`config.mk`:
```
export PLATFORM = sky130hd
export DESIGN_NAME = mbm_bw_monitor
export DESIGN_NICKNAME = d
export VERILOG_FILES = /design/src/rtl/mbm_pkg.sv /design/src/rtl/mbm_chan_filter.sv /design/src/rtl/mbm_sat_counter.sv /design/src/rtl/mbm_window_timer.sv /design/src/rtl/mbm_bw_monitor.sv
export SDC_FILE = /design/constraint.sdc
export NUM_CORES = 2
export LEC_CHECK = 0
export BUFFER_PORTS_ARGS = -buffer_cell sky130_fd_sc_hd__buf_2
export CORE_UTILIZATION = 46
export DETAILED_ROUTE_END_ITERATION = 6
export GPL_TIMING_DRIVEN = 0
export PLACE_DENSITY_LB_ADDON = 0.05
export SETUP_SLACK_MARGIN = 0.05
export SYNTH_ARGS = -nofsm -noshare
export SYNTH_HDL_FRONTEND = slang
export SYNTH_SLANG_ARGS = --single-unit
export TNS_END_PERCENT = 5
```
`constraint.sdc`:
```
create_clock -name clk -period 5.1 [get_ports clk]
set_clock_uncertainty 0.15 [all_clocks]
set_input_delay 0.255 -clock clk [delete_from_list [all_inputs] [get_ports clk]]
set_output_delay 0.255 -clock clk [all_outputs]
set_load 0.02 [all_outputs]
```
`src/rtl/mbm_pkg.sv`:
```
package mbm_pkg;
  localparam int REG_W      = 32;
  localparam int NCH        = 4;
  localparam int NCNT       = 2 + NCH;
  localparam int IDX_CTRL   = 0;
  localparam int IDX_CNT0   = 9;
  localparam int IDX_TMR    = 15;
  localparam int BIT_EN     = 31;
  localparam int BIT_IRQ    = 30;
  localparam int BIT_TMODE  = 20;
  localparam int BIT_DEVSEL = 23;
  localparam int CNT_REQ    = 0;
  localparam int CNT_GNT    = 1;
endpackage

```
`src/rtl/mbm_chan_filter.sv`:
```
module mbm_chan_filter import mbm_pkg::*; #(
  parameter int NUM_SUB = 16,
  parameter int ID_W    = 5
) (
  input  logic [REG_W-1:0]   port_mask,
  input  logic [NUM_SUB-1:0] sub_mask,
  input  logic               gnt_vld,
  input  logic               gnt_dev,
  input  logic [ID_W-1:0]    gnt_id,
  output logic               hit
);
  localparam int SUB_IW = $clog2(NUM_SUB);

  logic in_range;
  logic sub_hit;
  logic maj_hit;

  generate
    if (ID_W > SUB_IW) begin : g_rng
      assign in_range = (gnt_id[ID_W-1:SUB_IW] == '0);
    end else begin : g_full
      assign in_range = 1'b1;
    end
  endgenerate

  assign sub_hit = gnt_dev && in_range && sub_mask[gnt_id[SUB_IW-1:0]];
  assign maj_hit = !gnt_dev && port_mask[gnt_id];
  assign hit     = gnt_vld && (port_mask[BIT_DEVSEL] ? sub_hit : maj_hit);
endmodule

```
`src/rtl/mbm_sat_counter.sv`:
```
module mbm_sat_counter #(
  parameter int CNT_W = 32
) (
  input  logic             clk,
  input  logic             rst,
  input  logic             inc,
  input  logic             clr,
  input  logic             roll,
  output logic [CNT_W-1:0] live,
  output logic [CNT_W-1:0] snap
);
  logic [CNT_W-1:0] nxt;

  assign nxt = (live == {CNT_W{1'b1}}) ? live : live + CNT_W'(inc);

  always_ff @(posedge clk) begin
    if (rst) begin
      live <= '0;
      snap <= '0;
    end else if (clr) begin
      live <= '0;
      snap <= '0;
    end else if (roll) begin
      snap <= nxt;
      live <= '0;
    end else begin
      live <= nxt;
    end
  end


  no_wrap_chk: assert property (@(posedge clk) disable iff (rst)
    (!clr && !roll) |=> (live >= $past(live)));


  unit_step_chk: assert property (@(posedge clk) disable iff (rst)
    (!clr && !roll) |=> ((live - $past(live)) <= CNT_W'(1)));


  clr_zero_chk: assert property (@(posedge clk) disable iff (rst)
    clr |=> (live == '0 && snap == '0));
endmodule

```
`src/rtl/mbm_window_timer.sv`:
```
module mbm_window_timer #(
  parameter int TMR_W = 32
) (
  input  logic             clk,
  input  logic             rst,
  input  logic             run,
  input  logic             wr_load,
  input  logic [TMR_W-1:0] wr_val,
  output logic [TMR_W-1:0] load,
  output logic             expire
);
  logic [TMR_W-1:0] cnt;

  assign expire = run && !wr_load && (load != '0) && (cnt <= TMR_W'(1));

  always_ff @(posedge clk) begin
    if (rst) begin
      load <= '0;
    end else if (wr_load) begin
      load <= wr_val;
    end
  end

  always_ff @(posedge clk) begin
    if (rst) begin
      cnt <= '0;
    end else if (wr_load) begin
      cnt <= wr_val;
    end else if (!run) begin
      cnt <= load;
    end else if (load != '0) begin
      if (cnt <= TMR_W'(1)) cnt <= load;
      else                  cnt <= cnt - TMR_W'(1);
    end
  end


  reload_chk: assert property (@(posedge clk) disable iff (rst)
    expire |=> (cnt == $past(load)));


  zero_load_chk: assert property (@(posedge clk) disable iff (rst)
    (load == '0) |-> !expire);
endmodule

```
`src/rtl/mbm_bw_monitor.sv`:
```
module mbm_bw_monitor import mbm_pkg::*; #(
  parameter int NUM_MAJOR = 32,
  parameter int NUM_SUB   = 16,
  parameter int CNT_W     = 32,
  parameter int TMR_W     = 32,
  parameter int ADDR_W    = 6,
  parameter int ID_W      = $clog2(NUM_MAJOR)
) (
  input  logic                 clk,
  input  logic                 rst,
  input  logic                 reg_wr,
  input  logic                 reg_rd,
  input  logic [ADDR_W-1:0]    reg_addr,
  input  logic [REG_W-1:0]     reg_wdata,
  output logic [REG_W-1:0]     reg_rdata,
  input  logic [NUM_MAJOR-1:0] req_major,
  input  logic [NUM_SUB-1:0]   req_sub,
  input  logic                 gnt_vld,
  input  logic                 gnt_dev,
  input  logic [ID_W-1:0]      gnt_id,
  output logic                 irq
);
  localparam int IDX_W = ADDR_W - 2;

  logic [IDX_W-1:0] idx;
  logic             aligned;
  logic             acc_wr;
  logic             acc_rd;
  logic             ctrl_wr;

  logic             ctrl_en;
  logic             ctrl_tmode;
  logic [NCH-1:0]   ctrl_chen;
  logic             irq_flag;

  logic [REG_W-1:0]   pmask [NCH];
  logic [NUM_SUB-1:0] smask [NCH];
  logic [NCH-1:0]     ch_hit;

  logic [NCNT-1:0]  cnt_inc;
  logic [NCNT-1:0]  cnt_clr;
  logic [CNT_W-1:0] cnt_live [NCNT];
  logic [CNT_W-1:0] cnt_snap [NCNT];

  logic [TMR_W-1:0] tmr_load;
  logic             tmr_wr;
  logic             win_end;
  logic [REG_W-1:0] rd_mux;

  assign idx     = reg_addr[ADDR_W-1:2];
  assign aligned = (reg_addr[1:0] == 2'b00);
  assign acc_wr  = reg_wr && aligned;
  assign acc_rd  = reg_rd && aligned;
  assign ctrl_wr = acc_wr && (idx == IDX_W'(IDX_CTRL));
  assign tmr_wr  = acc_wr && (idx == IDX_W'(IDX_TMR));

  // control register and interrupt flag
  always_ff @(posedge clk) begin
    if (rst) begin
      ctrl_en    <= 1'b0;
      ctrl_tmode <= 1'b0;
      ctrl_chen  <= '0;
    end else if (ctrl_wr) begin
      ctrl_en    <= reg_wdata[BIT_EN];
      ctrl_tmode <= reg_wdata[BIT_TMODE];
      ctrl_chen  <= reg_wdata[NCH-1:0];
    end
  end

  always_ff @(posedge clk) begin
    if (rst)                                irq_flag <= 1'b0;
    else if (win_end)                       irq_flag <= 1'b1;
    else if (ctrl_wr && reg_wdata[BIT_IRQ]) irq_flag <= 1'b0;
  end

  assign irq = irq_flag;

  // per-channel filter registers and match logic
  generate
    for (genvar n = 0; n < NCH; n++) begin : g_ch
      always_ff @(posedge clk) begin
        if (rst) begin
          pmask[n] <= '0;
        end else if (acc_wr && idx == IDX_W'(2 * n + 1)) begin
          pmask[n] <= reg_wdata;
        end
      end

      always_ff @(posedge clk) begin
        if (rst) begin
          smask[n] <= '0;
        end else if (acc_wr && idx == IDX_W'(2 * n + 2)) begin
          smask[n] <= reg_wdata[NUM_SUB-1:0];
        end
      end

      mbm_chan_filter #(
        .NUM_SUB (NUM_SUB),
        .ID_W    (ID_W)
      ) u_filt (
        .port_mask (pmask[n]),
        .sub_mask  (smask[n]),
        .gnt_vld   (gnt_vld),
        .gnt_dev   (gnt_dev),
        .gnt_id    (gnt_id),
        .hit       (ch_hit[n])
      );

      assign cnt_inc[2 + n] = ctrl_en && ctrl_chen[n] && ch_hit[n];
    end
  endgenerate

  assign cnt_inc[CNT_REQ] = ctrl_en && ((|req_major) || (|req_sub));
  assign cnt_inc[CNT_GNT] = ctrl_en && gnt_vld;

  // counter bank
  generate
    for (genvar k = 0; k < NCNT; k++) begin : g_cnt
      assign cnt_clr[k] = acc_wr && (idx == IDX_W'(IDX_CNT0 + k));

      mbm_sat_counter #(
        .CNT_W (CNT_W)
      ) u_cnt (
        .clk  (clk),
        .rst  (rst),
        .inc  (cnt_inc[k]),
        .clr  (cnt_clr[k]),
        .roll (win_end),
        .live (cnt_live[k]),
        .snap (cnt_snap[k])
      );


      en_gate_chk: assert property (@(posedge clk) disable iff (rst)
        (!ctrl_en && !cnt_clr[k]) |=> $stable(cnt_live[k]));
    end
  endgenerate

  mbm_window_timer #(
    .TMR_W (TMR_W)
  ) u_tmr (
    .clk     (clk),
    .rst     (rst),
    .run     (ctrl_en && ctrl_tmode),
    .wr_load (tmr_wr),
    .wr_val  (reg_wdata[TMR_W-1:0]),
    .load    (tmr_load),
    .expire  (win_end)
  );

  // read path
  always_comb begin
    rd_mux = '0;
    if (idx == IDX_W'(IDX_CTRL)) begin
      rd_mux[BIT_EN]    = ctrl_en;
      rd_mux[BIT_IRQ]   = irq_flag;
      rd_mux[BIT_TMODE] = ctrl_tmode;
      rd_mux[NCH-1:0]   = ctrl_chen;
    end
    for (int n = 0; n < NCH; n++) begin
      if (idx == IDX_W'(2 * n + 1)) rd_mux = pmask[n];
      if (idx == IDX_W'(2 * n + 2)) rd_mux = REG_W'(smask[n]);
    end
    for (int k = 0; k < NCNT; k++) begin
      if (idx == IDX_W'(IDX_CNT0 + k))
        rd_mux = REG_W'(ctrl_tmode ? cnt_snap[k] : cnt_live[k]);
    end
    if (idx == IDX_W'(IDX_TMR)) rd_mux = REG_W'(tmr_load);
  end

  always_ff @(posedge clk) begin
    if (rst)         reg_rdata <= '0;
    else if (acc_rd) reg_rdata <= rd_mux;
  end


  irq_src_chk: assert property (@(posedge clk) disable iff (rst)
    $rose(irq) |-> $past(win_end));


  irq_keep_chk: assert property (@(posedge clk) disable iff (rst)
    (irq && !(ctrl_wr && reg_wdata[BIT_IRQ])) |=> irq);


  win_gate_chk: assert property (@(posedge clk) disable iff (rst)
    win_end |-> (ctrl_en && ctrl_tmode));
endmodule

```
==> results.py <==
metrics = {
    "route": {
        "ant_nets": 0,
        "viasPerCell": 6.50,
        "drt-total-wl_um": 155000,
        "wire_per_inst_um": 31.0,
        "drc": 0,
        "via_count": 32600,
        "dr.pass1.iters": 7,
        "drt-initial-drc-count": 4295,
    },
    "clock_network": {
        "cts_root_buffer": "clkbuf_16",
        "clock_latency_ns": 0.65,
        "postCtsSetupRepairBufs": 0,
        "cts-buffers-inserted": 80,
        "ctsLongestPathBuffers": 3,
        "clkTransAtPathRegs_ns": 0.06,
        "cts_tree": "yes",
        "htree_levels": 3,
        "clock_sinks": 679,
    },
    "yosys": {
        "synth-edff-count": 192,
        "ys_ff_latch": 679,
        "synthDistinctLibCells": 84,
        "syn-cell-area_mm2": 0.0346,
        "synth_top_flop_cell": "dfxtp_1",
        "async_reset_ff_share_pct": 0,
        "synth.net_count": 3844,
        "ys_seq_area_share_pct": 44.9,
        "syn_avg_cell_area_um2": 9.27,
        "yosysWarnings": 0,
        "syn_inst": 3733,
    },
    "die": {
        "core_area_mm2": 0.0744,
        "num_rows": 100,
        "fp.dieW_um": 276,
        "die_h_um": 276,
        "start_util_pct": 46.5,
        "die_area_mm2": 0.0763,
        "num_io_pins": 130,
    },
    "pwr": {
        "leakage_nw": 13.5,
        "seq_power_share_pct": 45.3,
        "pwr-share-clk_pct": 47.0,
        "ir_drop_uv": 255,
        "power.density_mw_per_mm2": 320,
        "p_comb_share_pct": 7.7,
        "p_switching_mw": 3.26,
        "sw_frac_of_total_pct": 25.7,
        "p_int_mw": 9.40,
    },
    "worst_setup_path": {
        "crit_required_ns": 5.44,
        "arrival_ns": 5.27,
        "cp-start-kind": "flop",
        "critPathKind": "reg2reg",
        "path_max_fanout": 10,
        "worstSetupEndpointType": "flop",
        "reg2regPathDepth": 8,
    },
    "global_routing": {
        "grt_use_total_pct": 39.8,
        "first_global_vias": 30500,
        "grt_pass1_wl_um": 221000,
        "grt_max_degree": 33,
        "overflow": 0,
        "antenna_found_initial": 6,
    },
    "timing": {
        "hold_viol_final": 0,
        "rsz0062_at_grt": "no",
        "slew_viol_final": 0,
        "period_share_pct": 96.7,
        "timing.fmax_mhz": 203,
        "timing.final.ws_setup_ns": 0.167,
        "slew_headroom_pct": 1.76,
        "min_period_ns": 4.93,
        "worst_slew_pin_slew_ns": 1.47,
        "setup_viol": 0,
    },
    "layout": {
        "layout_common_cells": "487 x dfxtp_1, 389 x nor2_1, 293 x a21oi_1",
        "multi_input_area_mm2": 0.0178,
        "postLayoutCellArea_mm2": 0.0396,
        "regArea_mm2": 0.0155,
        "drive_gt1_share_pct": 11.5,
        "area_growth_pct": 14.5,
        "final_common_cell": "dfxtp_1",
        "final_core_util_pct": 53.2,
        "fillers": 7057,
        "nets": 4091,
    },
    "min_path": {
        "min_path_type": "in2reg",
        "whs_path_depth": 6,
    },
    "placement": {
        "pre_cts_ws_ns": -0.547,
        "place_congestion": 1.07,
        "dp_hpwl_um": 117000,
        "placed_area_mm2": 0.0365,
        "port_buffers": 123,
    },
    "run": {
        "maxCapViolCount": 0,
    },
    "status": {
        "outcome": "finished, final reports clean",
    },
}
==> metrics by stage <==
step | power [mW] | setup TNS (ns) | hold WS [ns] | cells
floorplan | 6.28 | 0 | 0.241 | 3733
global placement | 6.74 | -101.50 | 0.287 | 4825
detailed placement | 6.75 | -9.85 | 0.295 | 4833
CTS | 12.6 | 0 | 0.0277 | 5013
global route | 12.9 | 0 | 0.0944 | 5014
finish | 12.7 | 0 | 0.0547 | 5016
==> Yosys cell counts, drive strengths merged (71+ instances only) <==
master	n	area share, %
o21ai	275	4.0
nor2	389	4.2
nand4	71	1.3
nand2	247	2.7
nand3	98	1.4
xnor2	110	2.8
and2	146	2.6
mux2i	172	5.0
edfxtp	192	17
a21oi	293	4.2
clkbuf	205	2.2
nor3	91	1.3
and3	95	1.7
buf	82	1.1
dfxtp	487	28
==> cells by family after synthesis <==
kind of cell,synth area share (%)
AND/OR/NAND/NOR,19.1
buffers and inverters,3.71
AO/OA/AOI/OAI,16.7
XOR/XNOR,4.51
adder cells (fa/ha/maj),0.506
flip-flops,44.9
multiplexers,10.6
==> cell type report <==
cell class / instances / area share, %
inverters: 36 / 0.341
plain buffers: 287 / 2.90
multi-input cells: 2731 / 45.1
clock inverters: 35 / 0.916
diodes: 2 / 0.0126
flip-flops and latches: 679 / 39.2
well taps: 969 / 3.06
clock buffers: 112 / 5.88
repair buffers: 165 / 2.64
==> layer usage <==
layer,wire (µm),vias up,global-route usage [%]
met5,44,-,0
met4,10100,8,22.4
met3,16200,421,8.83
met2,66400,1828,59.4
met1,62700,16100,53.4
li1,-,14300,-
==> path summary, 6_finish.rpt <==
path	from	slack, ns	endpoint
worst min-delay path	reg_addr[0]	0.05	reg_rdata[12]
worst max-delay path	ctrl_tmode	0.17	reg_rdata[14]
worst min register to register	g_cnt[2].u_cnt.snap[23]	0.31	g_cnt[2].u_cnt.snap[23]
worst max register to register	ctrl_tmode	0.17	reg_rdata[14]
==> state kept, by name (all words and copies together) (netlist names), 4 cells and up <==
signal / flops
ctrl_chen: 4
g_cnt.u_cnt.live: 192
g_cnt.u_cnt.snap: 192
pmask: 128
reg_rdata: 32
smask: 64
u_tmr.cnt: 32
u_tmr.load: 32
==> timing repair <==
action / in CTS / in global routing
gates resized for setup: 0 / 4
hold buffers: 33 / 0
endpoints found under the hold margin: 184 / 0
endpoints found under the setup margin: 0 / 22
==> worst max-delay path: stages (launching register included) <==
cell and delay (ns):
dfxtp_1 0.30, clkbuf_1 0.33, buf_1 0.68, buf_2 0.56
buf_1 1.02, mux2i_1 0.51, o21ai_0 0.32, a31oi_1 0.64
o21ai_0 0.24
==> power by group through the flow <==
| stage | Combinational (mW) | Sequential [mW] | Clock (mW) |
|---|---|---|---|
| after floorplan | 0.470 | 5.80 | 0 |
| after global placement | 0.898 | 5.85 | 0 |
| after detailed placement | 0.907 | 5.84 | 0 |
| after CTS | 0.930 | 5.72 | 5.94 |
| after global routing | 0.989 | 5.73 | 6.13 |
| final | 0.975 | 5.73 | 5.95 |
(Power assumes the default switching activity.)
